**src/rtl/spi_irq_pkg.sv**
```systemverilog
package spi_irq_pkg;
  localparam int RX_W   = 8;
  localparam int LEN_W  = 3;
  localparam int CNT_W  = $clog2(RX_W + 1);
  localparam int NSRC   = 3;
  localparam int REG_W  = 16;
  localparam int ADDR_W = 2;

  // Flag and enable bit positions; software decodes these.
  localparam int SRC_XFR = 0;
  localparam int SRC_TX  = 1;
  localparam int SRC_RX  = 2;
  localparam int ERR_POS  = 7;
  localparam int INIT_POS = 3;

  typedef enum logic [ADDR_W-1:0] {
    REG_CTRL = 2'd0,
    REG_IEN  = 2'd1,
    REG_STAT = 2'd2,
    REG_NONE = 2'd3
  } reg_sel_e;

  // Number of bits in one receive frame for a length code.
  function automatic logic [CNT_W-1:0] frame_bits(input logic [LEN_W-1:0] code);
    frame_bits = (code == '0) ? CNT_W'(RX_W) : CNT_W'(code);
  endfunction

  // Mask keeping the low frame_bits(code) bits of a word.
  function automatic logic [RX_W-1:0] keep_mask(input logic [LEN_W-1:0] code);
    logic [RX_W-1:0] m;
    for (int i = 0; i < RX_W; i++) m[i] = (i < int'(frame_bits(code)));
    return m;
  endfunction
endpackage

```
**src/rtl/spi_rx_assembler.sv**
```systemverilog
module spi_rx_assembler
  import spi_irq_pkg::*;
#(
  parameter int W  = RX_W,
  parameter int LW = LEN_W
) (
  input  logic          clk,
  input  logic          rst_n,
  input  logic [LW-1:0] len_code,
  input  logic          bit_valid,
  input  logic          bit_in,
  output logic [W-1:0]  word,
  output logic          done
);
  localparam int CW = $clog2(W + 1);

  logic [W-1:0]  shreg;
  logic [CW-1:0] cnt;
  logic [W-1:0]  shifted;
  logic          last_bit;
  logic [CW:0]   need;

  assign shifted  = {shreg[W-2:0], bit_in};
  assign need     = (CW+1)'(frame_bits(len_code));
  assign last_bit = bit_valid && (({1'b0, cnt} + 1'b1) >= need);

  always_ff @(posedge clk) begin
    if (!rst_n) begin
      shreg <= '0;
      cnt   <= '0;
      word  <= '0;
      done  <= 1'b0;
    end else begin
      done <= last_bit;
      if (bit_valid) begin
        if (last_bit) begin
          word  <= shifted & keep_mask(len_code);
          shreg <= '0;
          cnt   <= '0;
        end else begin
          shreg <= shifted;
          cnt   <= cnt + 1'b1;
        end
      end
    end
  end
endmodule

```
**src/rtl/spi_int_flags.sv**
```systemverilog
module spi_int_flags
  import spi_irq_pkg::*;
#(
  parameter int N = NSRC
) (
  input  logic         clk,
  input  logic         rst_n,
  input  logic [N-1:0] evt,
  input  logic [N-1:0] clr,
  input  logic [N-1:0] en,
  input  logic         fifo_push,
  input  logic         fifo_pop,
  input  logic         tx_empty,
  input  logic         rx_full,
  input  logic         fifo_init,
  output logic [N-1:0] flags,
  output logic         err,
  output logic         err_evt,
  output logic         irq
);
  assign err_evt = (fifo_pop && tx_empty) || (fifo_push && rx_full);

  for (genvar i = 0; i < N; i++) begin : g_flag
    always_ff @(posedge clk) begin
      if (!rst_n) flags[i] <= 1'b0;
      else        flags[i] <= evt[i] | (flags[i] & ~clr[i]);
    end
  end

  always_ff @(posedge clk) begin
    if (!rst_n) err <= 1'b0;
    else        err <= err_evt | (err & ~fifo_init);
  end

  assign irq = |(flags & en);
endmodule

```
**src/rtl/spi_irq_status.sv**
```systemverilog
module spi_irq_status
  import spi_irq_pkg::*;
#(
  parameter int DW = REG_W,
  parameter int AW = ADDR_W,
  parameter int WW = RX_W,
  parameter int LW = LEN_W,
  parameter int NS = NSRC
) (
  input  logic          clk,
  input  logic          rst_n,
  input  logic          wr_en,
  input  logic [AW-1:0] wr_addr,
  input  logic [DW-1:0] wr_data,
  input  logic [AW-1:0] rd_addr,
  output logic [DW-1:0] rd_data,
  input  logic          bit_valid,
  input  logic          bit_in,
  input  logic          tx_byte_done,
  input  logic          blk_done,
  input  logic          fifo_push,
  input  logic          fifo_pop,
  input  logic          tx_empty,
  input  logic          rx_full,
  output logic [WW-1:0] rx_word,
  output logic          rx_word_valid,
  output logic          irq
);
  logic [LW-1:0] len_q;
  logic [NS-1:0] en_q;
  logic          wr_ctrl, wr_ien, wr_stat;
  logic          fifo_init;
  logic [NS-1:0] clr_vec;
  logic [NS-1:0] evt_vec;
  logic [NS-1:0] flags;
  logic          err;
  logic          err_evt;
  logic          rx_evt;

  assign wr_ctrl   = wr_en && (wr_addr == REG_CTRL);
  assign wr_ien    = wr_en && (wr_addr == REG_IEN);
  assign wr_stat   = wr_en && (wr_addr == REG_STAT);
  assign fifo_init = wr_ctrl && wr_data[INIT_POS];
  assign clr_vec   = wr_stat ? wr_data[NS-1:0] : '0;

  always_ff @(posedge clk) begin
    if (!rst_n) begin
      len_q <= '0;
      en_q  <= '0;
    end else begin
      if (wr_ctrl) len_q <= wr_data[LW-1:0];
      if (wr_ien)  en_q  <= wr_data[NS-1:0];
    end
  end

  spi_rx_assembler #(.W(WW), .LW(LW)) u_rx (
    .clk(clk), .rst_n(rst_n), .len_code(len_q),
    .bit_valid(bit_valid), .bit_in(bit_in),
    .word(rx_word), .done(rx_evt)
  );
  assign rx_word_valid = rx_evt;

  always_comb begin
    evt_vec          = '0;
    evt_vec[SRC_RX]  = rx_evt;
    evt_vec[SRC_TX]  = tx_byte_done;
    evt_vec[SRC_XFR] = blk_done;
  end

  spi_int_flags #(.N(NS)) u_flags (
    .clk(clk), .rst_n(rst_n), .evt(evt_vec), .clr(clr_vec), .en(en_q),
    .fifo_push(fifo_push), .fifo_pop(fifo_pop), .tx_empty(tx_empty),
    .rx_full(rx_full), .fifo_init(fifo_init),
    .flags(flags), .err(err), .err_evt(err_evt), .irq(irq)
  );

  always_comb begin
    rd_data = '0;
    case (rd_addr)
      REG_CTRL: rd_data[LW-1:0] = len_q;
      REG_IEN:  rd_data[NS-1:0] = en_q;
      REG_STAT: begin
        rd_data[NS-1:0]  = flags;
        rd_data[ERR_POS] = err;
      end
      default:  rd_data = '0;
    endcase
  end
endmodule

```
**config.mk**
```make
export PLATFORM = sky130hd
export DESIGN_NAME = spi_irq_status
export DESIGN_NICKNAME = d
export VERILOG_FILES = /design/src/rtl/spi_irq_pkg.sv /design/src/rtl/spi_rx_assembler.sv /design/src/rtl/spi_int_flags.sv /design/src/rtl/spi_irq_status.sv
export SDC_FILE = /design/constraint.sdc
export NUM_CORES = 1
export LEC_CHECK = 0
export BUFFER_PORTS_ARGS = -buffer_cell sky130_fd_sc_hd__buf_2
export CAP_MARGIN = 20
export CORE_MARGIN = 8
export CORE_UTILIZATION = 45
export CTS_BUF_LIST = sky130_fd_sc_hd__clkbuf_8
export DETAILED_ROUTE_END_ITERATION = 12
export GPL_TIMING_DRIVEN = 1
export HOLD_SLACK_MARGIN = 0.1
export PLACE_DENSITY = 0.76
export SLEW_MARGIN = 30
export SYNTH_ARGS = -nofsm -noshare
export SYNTH_HDL_FRONTEND = slang
export SYNTH_SLANG_ARGS = --single-unit
```
**constraint.sdc**
```tcl
create_clock -name clk -period 2 [get_ports clk]
set_clock_uncertainty 0.2 [all_clocks]
set_input_delay 0.3 -clock clk [delete_from_list [all_inputs] [get_ports clk]]
set_output_delay 0.3 -clock clk [all_outputs]
set_load 0.005 [all_outputs]
```
==> run summary, run 1 <==
Status
• complete, but fails checks — result of the run
• setup timing — violated checks

Worst setup path
• u_rx.cnt[0] — start of the worst register-to-register path
• -130 ps — slack of the worst reg-to-reg path
• 2140 ps — arrival time of data at the critical path endpoint
• flip-flop to flip-flop — CP Class
• flip-flop — nature of the critical path endpoint
• u_rx.word[2] — capture point of the critical path
• ha_4 -> xor2_1 -> ha_1 -> o21ai_2 -> a21oi_2 -> o211ai_1 -> buf_4 -> mux2i_1 — series of cell instances along the critical path
• 2000 ps — endpoint required time on the critical path
• u_rx.cnt[0] — timing startpoint of the critical path
• 5 — worst-path fanout max
• 8 — cell depth of the worst flop-to-flop path
• u_rx.word[2] — Reg-to-Reg End
• sky130_fd_sc_hd__dfxtp_2 — worst-path cell with the longest stage delay
• 340 ps — maximum single-stage delay on the critical path
• flip-flop — Critical Path Start Type

Layout
• 297 — Fill cells
• 272 — final-stage net count
• 34.6% — layout cell share with drive strength beyond 1
• 0 — # diodes
• sky130_fd_sc_hd__buf_2 — most common cell after layout, fill and taps aside
• 35.7% — Layout area overhead
• sky130_fd_sc_hd__buf_2, sky130_fd_sc_hd__dfxtp_1, sky130_fd_sc_hd__nand2_1 — leading cell types in the layout, fill and taps excluded

Yosys
• 30 — total of flip-flops plus latches after synthesis
• 8.77 um^2 — syn_area_per_cell
• 180 — Post-Syn Instances
• 0 — Syn. warnings
• sky130_fd_sc_hd__dfxtp_1 — predominant post-synthesis flop cell
• 0% — Synth async-reset ratio
• 0 — EDFF count, synth
• 38.0% — part of the Yosys area used for sequential elements
• 35 — number of distinct library cells after synthesis
• 0.00158 mm^2 — Post-Synthesis Cell Area

Clocking
• 2 — worst-case clock buffer depth
• 2 — Max H-tree Level
• 280 ps — Worst-Skew Late Latency
• 30 — CTS Sinks
• sky130_fd_sc_hd__clkbuf_8 — clock tree root buffer cell
• yes — TritonCTS clock tree
• 5 — Inserted Clock Buffers
• 70 ps — clock slew seen by the registers of the worst setup and hold paths

Drt
• 0 — Residual DRC
• 0 — Routed Antenna Nets
• 4 — Detailed Routing Iterations Pass 1
• 4380 um — total wire length after detailed routing
• 15.5 um — per-cell routed wire length
• 71 — Initial DRC Count
• 5.14 — routed via count divided by cell count
• 1456 — vias

Floorplan
• 46.9% — starting density of the core
• 0.00336 mm^2 — core area
• 57 — I/O pins
• 21 — Placement Rows
• 75.2 um — die height
• 75.2 um — die boundary width
• 0.00566 mm^2 — Die Area

Power and ir drop
• 323 uV — peak supply drop
• 387 uW — Switching Power
• 19.8% — Comb pwr share
• 44.5% — Reg power frac
• 1420 uW — post-route total power
• 663 mW/mm^2 — Pwr Density
• 27.2% — Switching Fraction
• 0.000981 uW — Leak
• 1030 uW — Int Pwr
• 35.7% — clock share of power

Placed design
• 0.749 — final weighted congestion in routability-driven placement
• -137 ps — pre-CTS setup slack
• 32 — port bufs
• 2760 um — total half-perimeter wirelength after legalization and detailed placement

STA
• yes — setup repair after global routing missed its margin
• -919 ps — Setup TNS
• 468 MHz — max frequency
• 212 ps — Worst Hold Slack
• 0 — Final Max Tran Viols
• 0 — final hold violation count
• 2130 ps — clock period minus worst slack
• -134 ps — final worst-path setup slack
• 14 — total setup violations reported at the end of the flow
• 107% — Period Utilization, post-route

Hold path
• input pin to flip-flop — worst min path class
• bit_valid — Hold Startpoint

Flow run
• 0 — max-cap violation count

GRT
• 0 — total congestion overflow after global routing
• 1433 — via count of the first global-routing pass
• 6610 um — first-pass GRT wire length
• 0 — antenna violations before repair
• 15.6% — Tot GR Track Use
• 19 — pin count of the biggest net entering global routing

area by class of cell:
class | count | area (um^2) | area share [%]
sequential | 30 | 604 | 28.2
clock inverter | 2 | 12.5 | 0.584
tap | 46 | 57.6 | 2.69
timing repair buffer | 58 | 383 | 17.9
clock buffer | 6 | 82.6 | 3.85
inverter | 5 | 18.8 | 0.876
multi-input combinational | 136 | 985 | 45.9
cells by family (layout without fill, tap and decap cells):
group                    Yosys count  count (layout)  share of synthesized area (%)
AND/OR/NAND/NOR                   63              63                           19.4
AO/OA/AOI/OAI                     38              38                           18.2
flip-flops                        30              30                           38.0
buffers and inverters             25              71                           8.95
multiplexers                      15              15                           9.51
adder cells (fa/ha/maj)            5               5                           3.96
XOR/XNOR                           3               3                           1.66
other                              1              12                          0.237
what timing repair did:
action,CTS,global route
setup buffers,3,2
hold endpoints to repair,9,0
setup endpoints to repair,18,16
gates resized for setup,13,7
pin swaps,6,4
hold buffers,8,0
cloned,1,0
registers in the layout (all words and copies together) (netlist names):
name,flops
u_flags.flags,3
u_rx.word,8
u_rx.cnt,4
u_rx.done,1
u_flags.err,1
en_q,3
u_rx.shreg,7
len_q,3
synth_stat cells (2+ instances only):
library cell               instances  area [um^2]
sky130_fd_sc_hd__nand2b_1          5         31.3
sky130_fd_sc_hd__a222oi_1          2         20.0
sky130_fd_sc_hd__xnor2_1           2         17.5
sky130_fd_sc_hd__nand3_1           8         40.0
sky130_fd_sc_hd__clkbuf_1          6         22.5
sky130_fd_sc_hd__buf_2             2         10.0
sky130_fd_sc_hd__inv_1             4         15.0
sky130_fd_sc_hd__nor2_1           19         71.3
sky130_fd_sc_hd__a21oi_1          12         60.1
sky130_fd_sc_hd__o21ai_0           7         35.0
sky130_fd_sc_hd__mux2i_1          15          150
sky130_fd_sc_hd__dfxtp_1          30          601
sky130_fd_sc_hd__a22o_2            5         50.1
sky130_fd_sc_hd__buf_4            12         90.1
sky130_fd_sc_hd__o211ai_1          8         60.1
sky130_fd_sc_hd__nand2_1          20         75.1
sky130_fd_sc_hd__ha_1              5         62.6
layer usage:
metal	GRT usage, %	part of all wire (%)	wire length [um]	vias up
met4	9.17	3.2	142	0
met2	26.1	52	2260	46
met5	0	0	0	-
met3	4.26	5.6	246	12
met1	17.1	40	1730	681
li1	-	-	-	717
power groups by stage:
stage          combinational (uW)  sequential [uW]  clock [uW]
4_1_cts                       257              631         517
3_3_place_gp                  208              641           0
2_1_floorplan                 152              639           0
6_report                      282              632         507
3_5_place_dp                  212              641           0
5_1_grt                       304              633         552
worst min-delay path by stage:
| stage | to | depth (start not counted) |
|---|---|---|
| 2_1_floorplan | u_flags.flags[0] | 2 |
| 3_3_place_gp | u_rx.word[6] | 2 |
| 3_5_place_dp | u_rx.word[3] | 2 |
| 4_1_cts | len_q[2] | 4 |
| 5_1_grt | len_q[0] | 4 |
| 6_report | u_rx.cnt[1] | 3 |
critical path: cells and delay by family (launching register included):
family	cells	cell delay, ps
adders and majority gates	2	470
xor gates and xnor gates	1	140
buffers and inverters	1	230
muxes	1	210
AOI/OAI and AO/OA	3	460
DFF	1	340
per-stage QoR:
stage,cells,util (%),cell area (um^2)
after global placement,262,54.5,1830
after CTS,282,62.6,2110
final,283,63.7,2140
after global routing,283,63.7,2140
after floorplan,191,-,1650
after detailed placement,262,54.5,1830
No activity file was read; power rests on OpenSTA's default activity.
==> run 2, diff against run 1 <==
--- a/config.mk
+++ b/config.mk
@@ -7,6 +7,7 @@
 export LEC_CHECK = 0
 export BUFFER_PORTS_ARGS = -buffer_cell sky130_fd_sc_hd__buf_2
 export CAP_MARGIN = 20
+export CORE_ASPECT_RATIO = 1.75
 export CORE_MARGIN = 8
 export CORE_UTILIZATION = 45
 export CTS_BUF_LIST = sky130_fd_sc_hd__clkbuf_8
==> run summary, run 2 (synthesis gave the netlist of run 1 again) <==
Status
• complete, but fails checks — result of the run
• setup timing — violated checks

Drt
• 0 — Residual DRC, unchanged
• 14.3 um — per-cell routed wire length, -7.7%
• 5.12 — routed via count divided by cell count, -0.42%
• 0 — Routed Antenna Nets, unchanged
• 4 — Detailed Routing Iterations Pass 1, unchanged
• 4060 um — total wire length after detailed routing, -7.4%
• 1455 — vias, -0.069%
• 46 — Initial DRC Count, -35%

Clocking
• 280 ps — Worst-Skew Late Latency, about the same
• yes — TritonCTS clock tree
• 2 — Max H-tree Level, unchanged
• sky130_fd_sc_hd__clkbuf_8 — clock tree root buffer cell
• 60 ps — clock slew seen by the registers of the worst setup and hold paths, about the same
• 2 — worst-case clock buffer depth, unchanged
• 30 — CTS Sinks, unchanged
• 5 — Inserted Clock Buffers, unchanged

Worst setup path
• flip-flop — Critical Path Start Type
• 2010 ps — endpoint required time on the critical path, about the same
• 370 ps — maximum single-stage delay on the critical path, +30 ps
• 2070 ps — arrival time of data at the critical path endpoint, -70 ps
• -50 ps — slack of the worst reg-to-reg path, +80 ps
• u_rx.cnt[0] — timing startpoint of the critical path
• u_rx.cnt[0] — start of the worst register-to-register path
• adder cells — Largest delay share family, worst path
• flip-flop to flip-flop — CP Class
• flip-flop — nature of the critical path endpoint
• 8 — number of gates on the worst path with buffers counted, unchanged
• 1 — number of buffer and inverter instances along the worst setup path, unchanged
• ha_4 -> xor2_1 -> ha_2 -> o21ai_2 -> a21oi_2 -> o211ai_1 -> buf_4 -> mux2i_1 — series of cell instances along the critical path
• sky130_fd_sc_hd__dfxtp_4 — worst-path cell with the longest stage delay
• u_rx.word[0] — Reg-to-Reg End
• u_rx.word[0] — capture point of the critical path
• 8 — cell depth of the worst flop-to-flop path, unchanged
• 5 — worst-path fanout max, unchanged

GRT
• 19 — pin count of the biggest net entering global routing, unchanged
• 0 — antenna violations before repair, unchanged
• 0 — total congestion overflow after global routing, unchanged
• 1525 — via count of the first global-routing pass, +6.4%
• 6540 um — first-pass GRT wire length, -1.0%
• 15.0% — Tot GR Track Use, -0.51 points

Layout
• sky130_fd_sc_hd__buf_2 — most common cell after layout, fill and taps aside
• u_rx.word: 8 flops, u_rx.shreg: 7 flops, u_rx.cnt: 4 flops — biggest regs
• 298 — Fill cells, +0.34%
• 608 um^2 — sequential standard cell area, +0.62%
• 0 — # diodes, unchanged
• 35.1% — layout cell share with drive strength beyond 1, +0.55 points
• 35.5% — Layout area overhead
• 963 um^2 — multi-input combinational cell area, -2.2%
• 274 — final-stage net count, +0.74%
• u_rx.word — Top reg by flops
• 0.00214 mm^2 — final cell area excluding filler cells, -0.18%
• 8 — number of flip-flops under the largest register name, unchanged
• 63.6% — final core utilization, -0.11 points
• sky130_fd_sc_hd__buf_2, sky130_fd_sc_hd__dfxtp_1, sky130_fd_sc_hd__nand2_1 — leading cell types in the layout, fill and taps excluded

Power and ir drop
• 597 uV — peak supply drop, +85%
• 664 mW/mm^2 — Pwr Density, +0.20%
• 0.000992 uW — Leak, +1.1%

STA
• yes — setup repair after global routing missed its margin
• 0 — final hold violation count, unchanged
• 2050 ps — clock period minus worst slack, -79.5 ps
• 0 — Final Max Tran Viols, unchanged
• 103% — Period Utilization, post-route, -4.0 points
• 487 MHz — max frequency, +3.9%
• -55.0 ps — final worst-path setup slack, +79.5 ps
• 15 — total setup violations reported at the end of the flow, +1

Floorplan
• 60.8 um — die boundary width, -19%
• 0.00574 mm^2 — Die Area, +1.3%
• 0.00336 mm^2 — core area, unchanged
• 46.9% — starting density of the core, unchanged
• 28 — Placement Rows, +33%
• 57 — I/O pins, unchanged
• 94.4 um — die height, +25%

Placed design
• 2890 um — total half-perimeter wirelength after legalization and detailed placement, +4.5%
• 32 — port bufs, unchanged
• 0.891 — final weighted congestion in routability-driven placement, +19%
• 0.00187 mm^2 — placed inst area, +2.0%

Hold path
• input pin to flip-flop — worst min path class

Flow run
• 0 — max-cap violation count, unchanged

==> run 2: area by class of cell <==
| type | count | area share [%] |
|---|---|---|
| Multi-Input combinational cell | 136 | 45.0 |
| Sequential cell | 30 | 28.4 |
| Timing Repair Buffer | 60 | 18.6 |
| Clock buffer | 6 | 3.86 |
| Tap cell | 45 | 2.63 |
| Inverter | 5 | 0.877 |
| Clock inverter | 2 | 0.585 |
==> run 2: repair_timing <==
item / in CTS / in global routing
setup endpoints to repair: 20 / 20
hold buffers: 8 / 0
gates cloned: 1 / 0
endpoints found under the hold margin: 9 / 0
gates resized for setup: 9 / 11
setup buffers: 0 / 2
pin swaps: 5 / 16
==> run 2: through the flow <==
stage / setup TNS, ps / setup WS (ps) / cells / total power [uW] / hold slack [ps]
5_1_grt: -1400 / -127 / 284 / 1480 / 224
4_1_cts: -480 / -55.3 / 283 / 1400 / 201
6_report: -372 / -55.0 / 284 / 1420 / 210
3_3_place_gp: -1020 / -82.1 / 266 / 857 / 241
3_5_place_dp: -1630 / -121 / 266 / 863 / 250
2_1_floorplan: -0.209 / -0.0785 / 191 / 792 / 217
==> run 2: power breakdown <==
group          internal, uW  leakage [uW]  switching [uW]
combinational           142      0.000700             133
clock                   276     0.0000472             239
sequential              616      0.000246            15.8
total                  1030      0.000992             387
==> run 2: layer usage <==
| layer | part of all wire (%) | global-route usage, % |
|---|---|---|
| met5 | 0 | 0 |
| met4 | 4.7 | 11.9 |
| met3 | 4.9 | 3.95 |
| met2 | 53 | 25.7 |
| met1 | 38 | 14.5 |
==> run 2: worst min-delay path by stage <==
| stage | start | to | slack [ps] | cells after the start |
|---|---|---|---|---|
| 2_1_floorplan | blk_done | u_flags.flags[0] | 220 | 2 |
| 3_3_place_gp | u_rx.word[0] | u_rx.word[0] | 240 | 2 |
| 3_5_place_dp | u_rx.word[4] | u_rx.word[4] | 250 | 2 |
| 4_1_cts | bit_valid | u_rx.cnt[0] | 200 | 3 |
| 5_1_grt | wr_addr[1] | len_q[1] | 220 | 4 |
| 6_report | bit_valid | u_rx.cnt[0] | 210 | 3 |
==> run 2: tightest hold or removal path, stage by stage <==
cell and delay (ps):
sky130_fd_sc_hd__buf_2 180, sky130_fd_sc_hd__nand2b_1 130, sky130_fd_sc_hd__a21oi_1 50
